`src/rtl/wdg_pkg.sv`:
```
package wdg_pkg;
   localparam int REG_ADDR_W = 12;
   localparam logic [REG_ADDR_W-1:0] OFS_LOAD  = 12'h000;
   localparam logic [REG_ADDR_W-1:0] OFS_COUNT = 12'h004;
   localparam logic [REG_ADDR_W-1:0] OFS_CTRL  = 12'h008;
   localparam logic [REG_ADDR_W-1:0] OFS_CLR   = 12'h00C;
   localparam logic [REG_ADDR_W-1:0] OFS_RAW   = 12'h010;
   localparam logic [REG_ADDR_W-1:0] OFS_MASK  = 12'h014;
   localparam logic [REG_ADDR_W-1:0] OFS_GUARD = 12'hC00;
   localparam logic [31:0] UNLOCK_KEY = 32'h1ACC_E551;

   typedef struct packed {
      logic load;
      logic ctrl;
      logic clr;
      logic guard;
   } wdg_wsel_t;

   typedef enum logic [2:0] {
      RSEL_NONE,
      RSEL_LOAD,
      RSEL_COUNT,
      RSEL_CTRL,
      RSEL_RAW,
      RSEL_MASK,
      RSEL_GUARD
   } wdg_rsel_e;
endpackage

```
`src/rtl/wdg_regbank.sv`:
```
module wdg_regbank
   import wdg_pkg::*;
#(
   parameter int DATA_W  = 32,
   parameter int ADDR_W  = 12,
   parameter bit RD_REG  = 1'b0
) (
   input  logic              clk,
   input  logic              rst_n,
   input  logic [ADDR_W-1:0] addr,
   input  logic [DATA_W-1:0] wdata,
   input  logic              wr_en,
   input  logic              rd_en,
   input  logic [DATA_W-1:0] count,
   input  logic              raw_flag,
   output logic [DATA_W-1:0] load_val,
   output logic [DATA_W-1:0] reload_val,
   output logic              reload,
   output logic              clr_req,
   output logic              ctrl_en,
   output logic              ctrl_rst,
   output logic              locked,
   output logic [DATA_W-1:0] rdata
);
   localparam logic [DATA_W-1:0] LOAD_RST = '1;
   localparam logic [DATA_W-1:0] KEY_W    = DATA_W'(UNLOCK_KEY);

   wdg_wsel_t   wsel;
   wdg_rsel_e   rsel;
   logic        wr_ok;
   logic [DATA_W-1:0] rd_mux;

   function automatic logic hit(input logic [ADDR_W-1:0] a,
                                input logic [REG_ADDR_W-1:0] ofs);
      return a == ADDR_W'(ofs);
   endfunction

   assign wr_ok = wr_en && !locked;

   always_comb begin
      wsel.load  = wr_ok && hit(addr, OFS_LOAD);
      wsel.ctrl  = wr_ok && hit(addr, OFS_CTRL);
      wsel.clr   = wr_ok && hit(addr, OFS_CLR);
      wsel.guard = wr_en && hit(addr, OFS_GUARD);
   end

   always_comb begin
      rsel = RSEL_NONE;
      if (hit(addr, OFS_LOAD))       rsel = RSEL_LOAD;
      else if (hit(addr, OFS_COUNT)) rsel = RSEL_COUNT;
      else if (hit(addr, OFS_CTRL))  rsel = RSEL_CTRL;
      else if (hit(addr, OFS_RAW))   rsel = RSEL_RAW;
      else if (hit(addr, OFS_MASK))  rsel = RSEL_MASK;
      else if (hit(addr, OFS_GUARD)) rsel = RSEL_GUARD;
   end

   always_ff @(posedge clk or negedge rst_n) begin
      if (!rst_n) begin
         load_val <= LOAD_RST;
         ctrl_en  <= 1'b0;
         ctrl_rst <= 1'b0;
         locked   <= 1'b0;
      end else begin
         if (wsel.load) load_val <= wdata;
         if (wsel.ctrl) begin
            ctrl_en  <= wdata[0];
            ctrl_rst <= wdata[1];
         end
         if (wsel.guard) locked <= (wdata != KEY_W);
      end
   end

   assign reload     = wsel.load || wsel.clr;
   assign reload_val = wsel.load ? wdata : load_val;
   assign clr_req    = wsel.clr;

   always_comb begin
      rd_mux = '0;
      unique case (rsel)
         RSEL_LOAD:  rd_mux = load_val;
         RSEL_COUNT: rd_mux = count;
         RSEL_CTRL:  rd_mux = DATA_W'({ctrl_rst, ctrl_en});
         RSEL_RAW:   rd_mux = DATA_W'(raw_flag);
         RSEL_MASK:  rd_mux = DATA_W'(raw_flag && ctrl_en);
         RSEL_GUARD: rd_mux = DATA_W'(locked);
         default:    rd_mux = '0;
      endcase
   end

   generate
      if (RD_REG) begin : g_rd_reg
         logic [DATA_W-1:0] rdata_q;
         always_ff @(posedge clk or negedge rst_n) begin
            if (!rst_n)     rdata_q <= '0;
            else if (rd_en) rdata_q <= rd_mux;
            else            rdata_q <= '0;
         end
         assign rdata = rdata_q;
      end else begin : g_rd_comb
         assign rdata = rd_en ? rd_mux : '0;
      end
   endgenerate
endmodule

```
`src/rtl/wdg_counter.sv`:
```
module wdg_counter #(
   parameter int DATA_W = 32
) (
   input  logic              clk,
   input  logic              rst_n,
   input  logic              en,
   input  logic              reload,
   input  logic [DATA_W-1:0] reload_val,
   input  logic [DATA_W-1:0] load_val,
   output logic [DATA_W-1:0] count,
   output logic              expire
);
   localparam logic [DATA_W-1:0] CNT_RST = '1;

   logic at_zero;
   assign at_zero = (count == '0);
   assign expire  = en && at_zero && !reload;

   always_ff @(posedge clk or negedge rst_n) begin
      if (!rst_n)       count <= CNT_RST;
      else if (reload)  count <= reload_val;
      else if (expire)  count <= load_val;
      else if (en)      count <= count - 1'b1;
   end
endmodule

```
`src/rtl/wdg_alarm.sv`:
```
module wdg_alarm (
   input  logic clk,
   input  logic rst_n,
   input  logic expire,
   input  logic clr_req,
   input  logic irq_en,
   input  logic rst_en,
   output logic raw_flag,
   output logic irq,
   output logic rst_req
);
   always_ff @(posedge clk or negedge rst_n) begin
      if (!rst_n) begin
         raw_flag <= 1'b0;
         rst_req  <= 1'b0;
      end else begin
         if (clr_req)     raw_flag <= 1'b0;
         else if (expire) raw_flag <= 1'b1;
         if (expire && raw_flag && rst_en) rst_req <= 1'b1;
      end
   end

   assign irq = raw_flag && irq_en;
endmodule

```
`src/rtl/wdg_timer.sv`:
```
module wdg_timer #(
   parameter int DATA_W = 32,
   parameter int ADDR_W = 12,
   parameter bit RD_REG = 1'b0
) (
   input  logic              clk,
   input  logic              rst_n,
   input  logic [ADDR_W-1:0] bus_addr,
   input  logic [DATA_W-1:0] bus_wdata,
   input  logic              bus_wr,
   input  logic              bus_rd,
   output logic [DATA_W-1:0] bus_rdata,
   output logic              wdog_irq,
   output logic              wdog_rst
);
   generate
      if (DATA_W < 32) begin : g_bad_data_w
         $error("wdg_timer: DATA_W must hold the 32-bit unlock key");
      end
      if (ADDR_W < wdg_pkg::REG_ADDR_W) begin : g_bad_addr_w
         $error("wdg_timer: ADDR_W must cover the 4 KB window");
      end
   endgenerate

   logic [DATA_W-1:0] load_val;
   logic [DATA_W-1:0] reload_val;
   logic [DATA_W-1:0] count;
   logic              reload;
   logic              clr_req;
   logic              ctrl_en;
   logic              ctrl_rst;
   logic              locked;
   logic              expire;
   logic              raw_flag;

   wdg_regbank #(.DATA_W(DATA_W), .ADDR_W(ADDR_W), .RD_REG(RD_REG)) i_regs (
      .clk        (clk),
      .rst_n      (rst_n),
      .addr       (bus_addr),
      .wdata      (bus_wdata),
      .wr_en      (bus_wr),
      .rd_en      (bus_rd),
      .count      (count),
      .raw_flag   (raw_flag),
      .load_val   (load_val),
      .reload_val (reload_val),
      .reload     (reload),
      .clr_req    (clr_req),
      .ctrl_en    (ctrl_en),
      .ctrl_rst   (ctrl_rst),
      .locked     (locked),
      .rdata      (bus_rdata)
   );

   wdg_counter #(.DATA_W(DATA_W)) i_cnt (
      .clk        (clk),
      .rst_n      (rst_n),
      .en         (ctrl_en),
      .reload     (reload),
      .reload_val (reload_val),
      .load_val   (load_val),
      .count      (count),
      .expire     (expire)
   );

   wdg_alarm i_alarm (
      .clk      (clk),
      .rst_n    (rst_n),
      .expire   (expire),
      .clr_req  (clr_req),
      .irq_en   (ctrl_en),
      .rst_en   (ctrl_rst),
      .raw_flag (raw_flag),
      .irq      (wdog_irq),
      .rst_req  (wdog_rst)
   );
endmodule

```
`config.mk`:
```
export PLATFORM = sky130hd
export DESIGN_NAME = wdg_timer
export DESIGN_NICKNAME = d
export VERILOG_FILES = /design/src/rtl/wdg_pkg.sv /design/src/rtl/wdg_regbank.sv /design/src/rtl/wdg_counter.sv /design/src/rtl/wdg_alarm.sv /design/src/rtl/wdg_timer.sv
export SDC_FILE = /design/constraint.sdc
export NUM_CORES = 1
export LEC_CHECK = 0
export BUFFER_PORTS_ARGS = -buffer_cell sky130_fd_sc_hd__buf_2
export CAP_MARGIN = 20
export CORE_MARGIN = 5
export CORE_UTILIZATION = 51
export CTS_CLUSTER_DIAMETER = 120
export DETAILED_ROUTE_END_ITERATION = 16
export PLACE_DENSITY = 0.81
export SYNTH_ARGS = -nofsm -noshare
export SYNTH_HDL_FRONTEND = slang
export SYNTH_HIERARCHICAL = 1
export SYNTH_SLANG_ARGS = --single-unit
```
`constraint.sdc`:
```
create_clock -name clk -period 2.4 [get_ports clk]
set_clock_uncertainty 0.1 [all_clocks]
set_input_delay 0.24 -clock clk [delete_from_list [all_inputs] [get_ports clk]]
set_output_delay 0.24 -clock clk [all_outputs]
set_load 0.01 [all_outputs]
```
# [Word level (Yosys, flattened, before mapping)]
# Index checks and enable logic that the tools add are counted.
[word_totals] input_bits=48 word_cells=52 out_inout_bits=34 reg_bits=69
[classes] reduce_logical=17 n_addsub=1 mux=14 eq_ne=13
[op_table] cell="$pmux 32 s6" n=1
[op_table] cell="$mux 32" n=5
[op_table] cell="$logic_not 32->1" n=1
[op_table] cell="$ne 32x29->1 const B" n=1
[op_table] cell="$sub 32x1->32 const B" n=1
[op_table] cell="$eq 12x4->1 const B" n=2
[op_table] cell="$eq 12x5->1 const B" n=2
[op_table] cell="$mux 3" n=6
[op_table] cell="$eq 12x12->1 const B" n=1
[op_table] cell="$eq 12x3->1 const B" n=1
[op_table] cell="$logic_not 12->1" n=1
[op_table] cell="$logic_and 1x1->1" n=10
[op_table] cell="$eq 3x3->1 const B" n=3
[op_table] cell="$eq 3x2->1 const B" n=2
[op_table] cell="$eq 3x1->1 const B" n=1
[op_table] cell="$reduce_bool 3->1" n=1
[op_table] cell="$logic_not 1->1" n=2
[op_table] cell="$mux 1" n=2
[op_table] cell="$reduce_bool 2->1" n=1
[op_table] cell="$logic_or 1x1->1" n=1

# [Logic depth before layout (Yosys ltp)]
# Gate-level depths: netlist (run 1).
[logic_depth] ltp_word=10 depth_mapped=10 mapped_depth_nobuf=8

# [By module]
# The synthesis (run 1) kept the hierarchy.
[by_module_without_submodules] module="wdg_counter" seq_area_each_um2=840.8 cells_per_inst=273 area_each_um2=2387.3 n_inst=1
[by_module_without_submodules] module="wdg_regbank" seq_area_each_um2=915.9 cells_per_inst=197 area_each_um2=2043.2 n_inst=1
[by_module_without_submodules] module="wdg_alarm" seq_area_each_um2=50.0 cells_per_inst=5 area_each_um2=76.3 n_inst=1

# [Worst setup path before layout (run 1)]
# OpenSTA, ideal clock, no wires.
[synth_path] path_type="input -> register" startpoint="input bus_addr[9]" endpoint="register i_cnt.count[12]" slack_ns=-0.483 required_time_ns=2.209 setup_ns=0.091 path_stages=10 arrival_time_ns=2.693 path_buffers=2 cell_sequence="or4_1 > buf_2 > or4_4 > a21oi_1 > or3b_2 > or3_1 > or3_4 > clkbuf_1 > nor2_1 > o31ai_1"
[synth_between] elab_chain_len=7 elab_cells_between_ends=11 cone_classes="eq/ne (1); mux (3); reduce/logical (7)"
[synth_lines] item="start, declared" line="wdg_timer.sv:8" source="input logic [ADDR_W-1:0] bus_addr,"
[synth_lines] item="$eq 12x4->1 or $logic_not 12->1 (tied branches)" line="wdg_regbank.sv:35" source="return a == ADDR_W'(ofs);"
[synth_lines] item="$logic_and 1x1->1 (on tied branches)" line="wdg_regbank.sv:43, wdg_regbank.sv:41"
[synth_lines] item="$logic_or 1x1->1 (*)" line="wdg_regbank.sv:73" source="assign reload = wsel.load || wsel.clr;"
[synth_lines] item="via reload" line="wdg_timer.sv:28" source="logic reload;"
[synth_lines] item="$logic_not 1->1" line="wdg_counter.sv:17" source="assign expire = en && at_zero && !reload;"
[synth_lines] item="$logic_and 1x1->1" line="wdg_counter.sv:17"
[synth_lines] item="$mux 32" line="wdg_counter.sv:22" source="else if (expire) count <= load_val;"
[synth_lines] item="$mux 32" line="wdg_counter.sv:21" source="else if (reload) count <= reload_val;"
[synth_lines] item="end signal, assigned" line="wdg_counter.sv:21"
[synth_lines] item="end signal, assigned" line="wdg_counter.sv:22"
[synth_lines] item="end signal, assigned" line="wdg_counter.sv:23" source="else if (en) count <= count - 1'b1;"
[synth_lines] item="end, declared" line="wdg_counter.sv:10" source="output logic [DATA_W-1:0] count,"
# Mark *: on every way through the listed nets, which the timed path passes. The rest lies on a longest branch.
# A chain may end at the register's enable or synchronous reset.

# [Final worst setup path (run 1)]
[layout_path] startpoint="register i_cnt.count[1]" endpoint="register i_cnt.count[29]"
[layout_between] elab_chain_len=5 elab_cells_between_ends=8 cone_classes="add/sub (1); mux (3); reduce/logical (4)"
[layout_lines] item="branches (longest 5 deep; another with $sub 32x1->32)"
# Several ways; the timed one is not identified. The select of a mux whose other input is x is not followed.

==> flow_metrics.env, run 1 <==
export IMPL_htreeDepth=3
export IMPL_ant_nets=0
export IMPL_path_class="reg2reg"
export IMPL_ff2ff_setup_slack_ns=-0.32
export IMPL_setup_ws_ns=-0.318
export IMPL_syn_num_nets=524
export IMPL_tightest_slew_ns=0.664
export IMPL_ys_async_sr_fraction=1.00
export IMPL_gp_congestion=0.932
export IMPL_cts_buffers=9
export IMPL_final_hold_violation_count=0
export IMPL_syn_inst=475
export IMPL_worstPathArrival_ns=2.90
export IMPL_final_max_slew_viol_count=0
export IMPL_final_cell_mix="buf_2 (80), buf_4 (71), dfstp_2 (64), a22oi_1 (50), nor2_1 (48)"
export IMPL_yosysWarningCount=6
export IMPL_relSlewSlack=0.556
export IMPL_rsz0062_at_grt="yes"
export IMPL_io_buffer_count=81
export IMPL_route_detailed_drc=0
export IMPL_antenna_found_initial=0
export IMPL_die_w_microns=104
export IMPL_fmax_mhz=368
export IMPL_grt_usage=0.277
export IMPL_grt_pass1_vias=4849
export IMPL_failed_checks="setup timing"
export IMPL_area_growth_pct=41.7
export IMPL_cts_tree="done"
export IMPL_dr_total_vias=5063
export IMPL_finalCritPeriodShare=1.13
export IMPL_cp_top_family="simple AND/OR/NAND/NOR gates"
export IMPL_crit_path_end_kind="flip-flop"
export IMPL_preCtsSetupSlack_ns=-0.269
export IMPL_critPathRequiredTime_ns=2.58
export IMPL_maxCapViolations=0
export IMPL_whs_path_depth=2
export IMPL_dieArea_sq_mm=0.0108
export IMPL_min_from="bus_wdata[5]"
export IMPL_synth_top_area_share=0.373
export IMPL_core_area_sq_mm=0.00868
export IMPL_drive_above_1_share=0.552
export IMPL_period_needed_ns=2.72
export IMPL_synth_avg_cell_area_sq_um=9.49
export IMPL_antenna_cells=0
export IMPL_crit_fanout=4
export IMPL_final_nets=682
export IMPL_firstDrtPassIters=6
export IMPL_grt_pass1_wl_mm=24.7
export IMPL_yosysSeqAreaShare=0.401
export IMPL_ir_drop_mv=0.305
export IMPL_ys_types=61
export IMPL_drt_initial_drc_count=697
export IMPL_grt_max_degree=38
export IMPL_setup_violations=31
export IMPL_fin_area_sq_mm=0.00638
export IMPL_worst_path_buf_inv=5
export IMPL_clk_latency_ns=0.37
export IMPL_ys_flop_type="dfstp_2"
export IMPL_overflow=0
export IMPL_final_common_cell="buf_2"
export IMPL_power_mw=2.62
export IMPL_routed_via_density=6.79
export IMPL_yosys_area_top_type="dfstp_2"
export IMPL_critPathMaxStageDelay_ns=0.49
export IMPL_fp_dieH_microns=104
export IMPL_leakage_nw=2.68
export IMPL_synth_edf_count=0
export IMPL_start_util=0.519
export IMPL_power_density_mw_per_mm2=411
export IMPL_final_setup_tns_ns=-7.28
export IMPL_status="complete, but fails checks"
export IMPL_worstHoldEndpoint="i_regs/load_val[5]"
export IMPL_cts_buffer_depth=2
export IMPL_io_pins=82
export IMPL_r2r_cells=11
export IMPL_clk_pin_slew_ns=0.10
export IMPL_synthTopCellsByArea="dfstp_2 (37%), a22oi_1 (8.7%), mux2_2 (7.7%)"
export IMPL_wl_per_cell_microns=23.2
export IMPL_path_cells="inv_2 -> ha_4 -> or4b_4 -> or4_4 -> buf_4 -> buf_6 -> nor3_4 -> buf_4 -> buf_6 -> nand3_1 -> o211ai_1"
export IMPL_cts_sinks=69
export IMPL_timing_rr_start="i_cnt/count[1]"
export IMPL_hold_class="in2reg"
export IMPL_yosys_register_bits=69
export IMPL_hpwl_mm=10.1
export IMPL_slowest_stage="or4b_4"
export IMPL_r2r_end="i_cnt/count[29]"
export IMPL_cts_root_buf="clkbuf_8"
export IMPL_start_kind="flip-flop"
export IMPL_netlist_area_sq_mm=0.00451
export IMPL_drt_wl_total_mm=17.3
export IMPL_rows=34
export IMPL_placed_area_sq_mm=0.00560
-- synthesized netlist by cell type (6+ instances only) --
cell / n
dfstp_2: 64
nor2_1: 54
a22oi_1: 52
mux2_2: 31
o21ai_0: 31
clkbuf_1: 26
nor4_1: 18
xor2_1: 17
nand2_1: 14
nand3_1: 13
nand4_1: 11
nor3_1: 11
o211ai_1: 9
or4_1: 9
a21oi_1: 8
inv_1: 7
mux2i_1: 7
or3_1: 7
nor3b_1: 6
-- report_power, final --
part           switching, mW  internal, mW
Combinational          0.231         0.190
Clock                  0.510         0.483
Sequential            0.0193          1.19
-- layout make-up --
class                           instances  area, sq um
Multi-Input combinational cell        365         2820
Tap cell                              108          135
Fill cell                             547         2290
Clock buffer                            9          124
Clock inverter                          7         75.1
Inverter                                7         26.3
Timing Repair Buffer                  181         1400
Sequential cell                        69         1810
-- worst max-delay path by stage --
stage	endpoint	slack, ns	start	depth (start not counted)
final	i_cnt/count[29]	-0.32	i_cnt/count[1]	11
after global routing	i_cnt/count[29]	-0.36	i_cnt/count[1]	11
after CTS	i_cnt/count[3]	-0.17	i_cnt/count[1]	8
after detailed placement	i_cnt/count[0]	-0.27	i_cnt/count[0]	7
after global placement	i_cnt/count[0]	-0.22	i_cnt/count[0]	7
after floorplan	i_cnt/count[3]	-0.12	i_cnt/count[1]	8
-- per-layer routing --
layer / track usage / vias up / share of wire
met2: 0.464 / 399 / 0.49
met1: 0.343 / 2437 / 0.37
met5: 0 / - / 0
met3: 0.0583 / 96 / 0.094
met4: 0.122 / 0 / 0.051
li1: - / 2131 / -
-- repair_timing --
item | 4_1_cts | 5_1_grt
gates cloned | 3 | 2
resized for setup | 31 | 73
pin swaps | 3 | 14
setup buffers | 10 | 10
endpoints found under the hold margin | 10 | 0
hold buffers | 1 | 0
setup endpoints to repair | 34 | 63
-- cell families (layout without fill, tap and decap cells) --
family,after synthesis,count (layout),share of synthesized area
AO/OA/AOI/OAI,125,125,0.192
XOR/XNOR,20,20,0.0389
buffers and inverters,41,204,0.0389
adder cells (fa/ha/maj),1,1,0.00278
flip-flops,69,69,0.401
multiplexers,43,43,0.105
AND/OR/NAND/NOR,176,176,0.222
-- stage by stage --
stage / hold WS [ns] / utilization / cells
4_1_cts: 0.0231 / 0.693 / 734
3_5_place_dp: 0.366 / 0.645 / 704
5_1_grt: 0.0291 / 0.736 / 746
2_1_floorplan: -0.156 / - / 475
6_report: 0.0224 / 0.736 / 746
3_3_place_gp: 0.356 / 0.645 / 704
-- sequential cells by signal, indices dropped and copies added (netlist names) --
name              count
i_alarm/raw_flag      1
i_cnt/count          32
i_alarm/rst_req       1
i_regs/ctrl_rst       1
i_regs/locked         1
i_regs/load_val      32
i_regs/ctrl_en        1
Note: power is estimated with default switching activity, not from simulation.
==> run 2, diff against run 1 <==
--- a/config.mk
+++ b/config.mk
@@ -8,10 +8,10 @@
 export BUFFER_PORTS_ARGS = -buffer_cell sky130_fd_sc_hd__buf_2
 export CAP_MARGIN = 20
 export CORE_MARGIN = 5
-export CORE_UTILIZATION = 51
+export CORE_UTILIZATION = 50
 export CTS_CLUSTER_DIAMETER = 120
 export DETAILED_ROUTE_END_ITERATION = 16
-export PLACE_DENSITY = 0.81
+export PLACE_DENSITY = 0.8
 export SYNTH_ARGS = -nofsm -noshare
 export SYNTH_HDL_FRONTEND = slang
 export SYNTH_HIERARCHICAL = 1
==> run 2 against run 1 <==
Compared with the run above:
- the flow still finishes with violations (setup timing)
- flip-flop and latch count is the same
- core utilization shrank 2.3 points
- register-to-register slack gained 0.08 ns
- global-route usage grew 0.54 points
- wire length shrank 0.15%
- worst setup slack gained 0.080 ns
- non-clock buffer count shrank 2
- sequential share of layout area grew 0.64 points
- largest power group unchanged
==> flow_metrics.env, run 2 (same netlist as run 1, synthesis figures left out) <==
export IMPL_power_mw=2.63
export IMPL_start_kind="flip-flop"
export IMPL_clk_latency_ns=0.37
export IMPL_relSlewSlack=0.506
export IMPL_final_cell_mix="buf_2 (84), buf_4 (72), dfstp_2 (64), a22oi_1 (51), nor2_1 (50)"
export IMPL_cts_buffer_depth=2
export IMPL_htreeDepth=3
export IMPL_whs_path_depth=2
export IMPL_hpwl_mm=10.5
export IMPL_cts_tree="done"
export IMPL_fmax_mhz=379
export IMPL_tightest_slew_ns=0.734
export IMPL_r2r_end="i_cnt/count[31]"
export IMPL_cts_root_buf="clkbuf_8"
export IMPL_io_pins=82
export IMPL_min_from="bus_wdata[30]"
export IMPL_overflow=0
export IMPL_grt_usage=0.283
export IMPL_finalCritPeriodShare=1.10
export IMPL_final_setup_tns_ns=-5.30
export IMPL_final_common_cell="buf_2"
export IMPL_startpoint="i_cnt/count[0]"
export IMPL_fp_dieH_microns=105
export IMPL_setup_violations=35
export IMPL_ff_latch_area_sq_mm=0.00181
export IMPL_wl_per_cell_microns=23.2
export IMPL_setup_ws_ns=-0.238
export IMPL_hold_class="in2reg"
export IMPL_ir_drop_mv=0.250
export IMPL_grt_pass1_wl_mm=25.3
export IMPL_cts_buffers=9
export IMPL_final_util=0.712
export IMPL_area_growth_pct=38.5
export IMPL_final_nets=680
export IMPL_power_density_mw_per_mm2=421
export IMPL_gp_congestion=0.916
export IMPL_drive_above_1_share=0.536
export IMPL_final_max_slew_viol_count=0
export IMPL_firstDrtPassIters=8
export IMPL_rows=34
export IMPL_crit_fanout=4
export IMPL_top_regs="i_cnt/count x32, i_regs/load_val x32"
export IMPL_ant_nets=0
export IMPL_final_hold_violation_count=0
export IMPL_route_detailed_drc=0
export IMPL_timing_rr_start="i_cnt/count[0]"
export IMPL_dr_total_vias=5060
export IMPL_leakage_nw=2.64
export IMPL_grt_max_degree=48
export IMPL_maxCapViolations=0
export IMPL_status="complete, but fails checks"
export IMPL_antenna_found_initial=0
export IMPL_worstPathArrival_ns=2.83
export IMPL_drt_initial_drc_count=580
export IMPL_cts_sinks=69
export IMPL_worstHoldEndpoint="i_regs/load_val[30]"
export IMPL_crit_path_end_kind="flip-flop"
export IMPL_grt_pass1_vias=5009
export IMPL_clk_pin_slew_ns=0.08
export IMPL_fillCellCount=581
export IMPL_ff2ff_setup_slack_ns=-0.24
export IMPL_die_w_microns=105
export IMPL_antenna_cells=0
export IMPL_routed_via_density=6.80
export IMPL_path_class="reg2reg"
export IMPL_drt_wl_total_mm=17.3
export IMPL_failed_checks="setup timing"
export IMPL_io_buffer_count=81
export IMPL_core_area_sq_mm=0.00876
export IMPL_multi_input_area_sq_mm=0.00277
export IMPL_dieArea_sq_mm=0.0110
export IMPL_period_needed_ns=2.64
export IMPL_start_util=0.514
export IMPL_r2r_cells=10
export IMPL_rsz0062_at_grt="yes"
export IMPL_critPathRequiredTime_ns=2.59
==> run 2: changes by cell type in the layout (fill, tap and decap cells not counted), moves of 2 or more <==
cell	change
o21ai_2	-4
clkbuf_4	+2
nor2_4	-2
buf_12	-2
buf_6	-5
o21ai_1	+5
buf_2	+4
nor2_1	+2
==> run 2: how the worst max path moves through the flow <==
stage | endpoint | slack (ns) | cells after the start
2_1_floorplan | i_cnt/count[3] | -0.12 | 8
3_3_place_gp | i_cnt/count[0] | -0.17 | 7
3_5_place_dp | i_cnt/count[0] | -0.36 | 7
4_1_cts | i_cnt/count[3] | -0.18 | 8
5_1_grt | i_cnt/count[6] | -0.29 | 9
6_report | i_cnt/count[31] | -0.24 | 10
==> run 2: metrics by stage <==
stage | setup slack [ns] | cells | area (sq um) | hold slack, ns
global placement | -0.171 | 703 | 5560 | 0.148
detailed placement | -0.356 | 703 | 5560 | 0.166
global route | -0.293 | 744 | 6240 | 0.0243
floorplan | -0.121 | 475 | 4560 | -0.156
finish | -0.238 | 744 | 6240 | 0.0298
CTS | -0.175 | 726 | 5990 | 0.0283
==> run 2: report_power, final <==
group	internal, mW	switching [mW]
clock	0.504	0.479
sequential	1.19	0.0189
combinational	0.192	0.242
total	1.89	0.740
==> run 2: repair_timing <==
action	in CTS	in global routing
hold buffers	1	0
pin swaps	3	16
resized for setup	43	43
endpoints found under the setup margin	43	63
endpoints found under the hold margin	5	0
cloned	3	6
buffers inserted	3	12
==> run 2: metal layers <==
layer	routed length, microns	up-vias	part of all wire	global-route usage
met5	0	-	0	0
met3	1920	97	0.11	0.0826
met4	958	0	0.055	0.157
met1	6420	2443	0.37	0.343
met2	7990	396	0.46	0.448
li1	-	2124	-	-
==> run 2: cell type report <==
| cell class | instances | share of cell area |
|---|---|---|
| Multi-Input combinational cell | 365 | 0.444 |
| Sequential cell | 69 | 0.289 |
| Timing Repair Buffer | 179 | 0.209 |
| Clock buffer | 10 | 0.0220 |
| Tap cell | 108 | 0.0216 |
| Clock inverter | 6 | 0.0100 |
| Inverter | 7 | 0.00421 |
==> run 2: critical path, stage by stage, from the launching register on <==
cell and delay (ns):
dfstp_2 0.38, inv_2 0.07, ha_4 0.12, or4b_4 0.48, or4_4 0.47, buf_4 0.17, nor3_4 0.29, buf_6 0.16
buf_4 0.11, nand3_1 0.10, o211ai_1 0.11
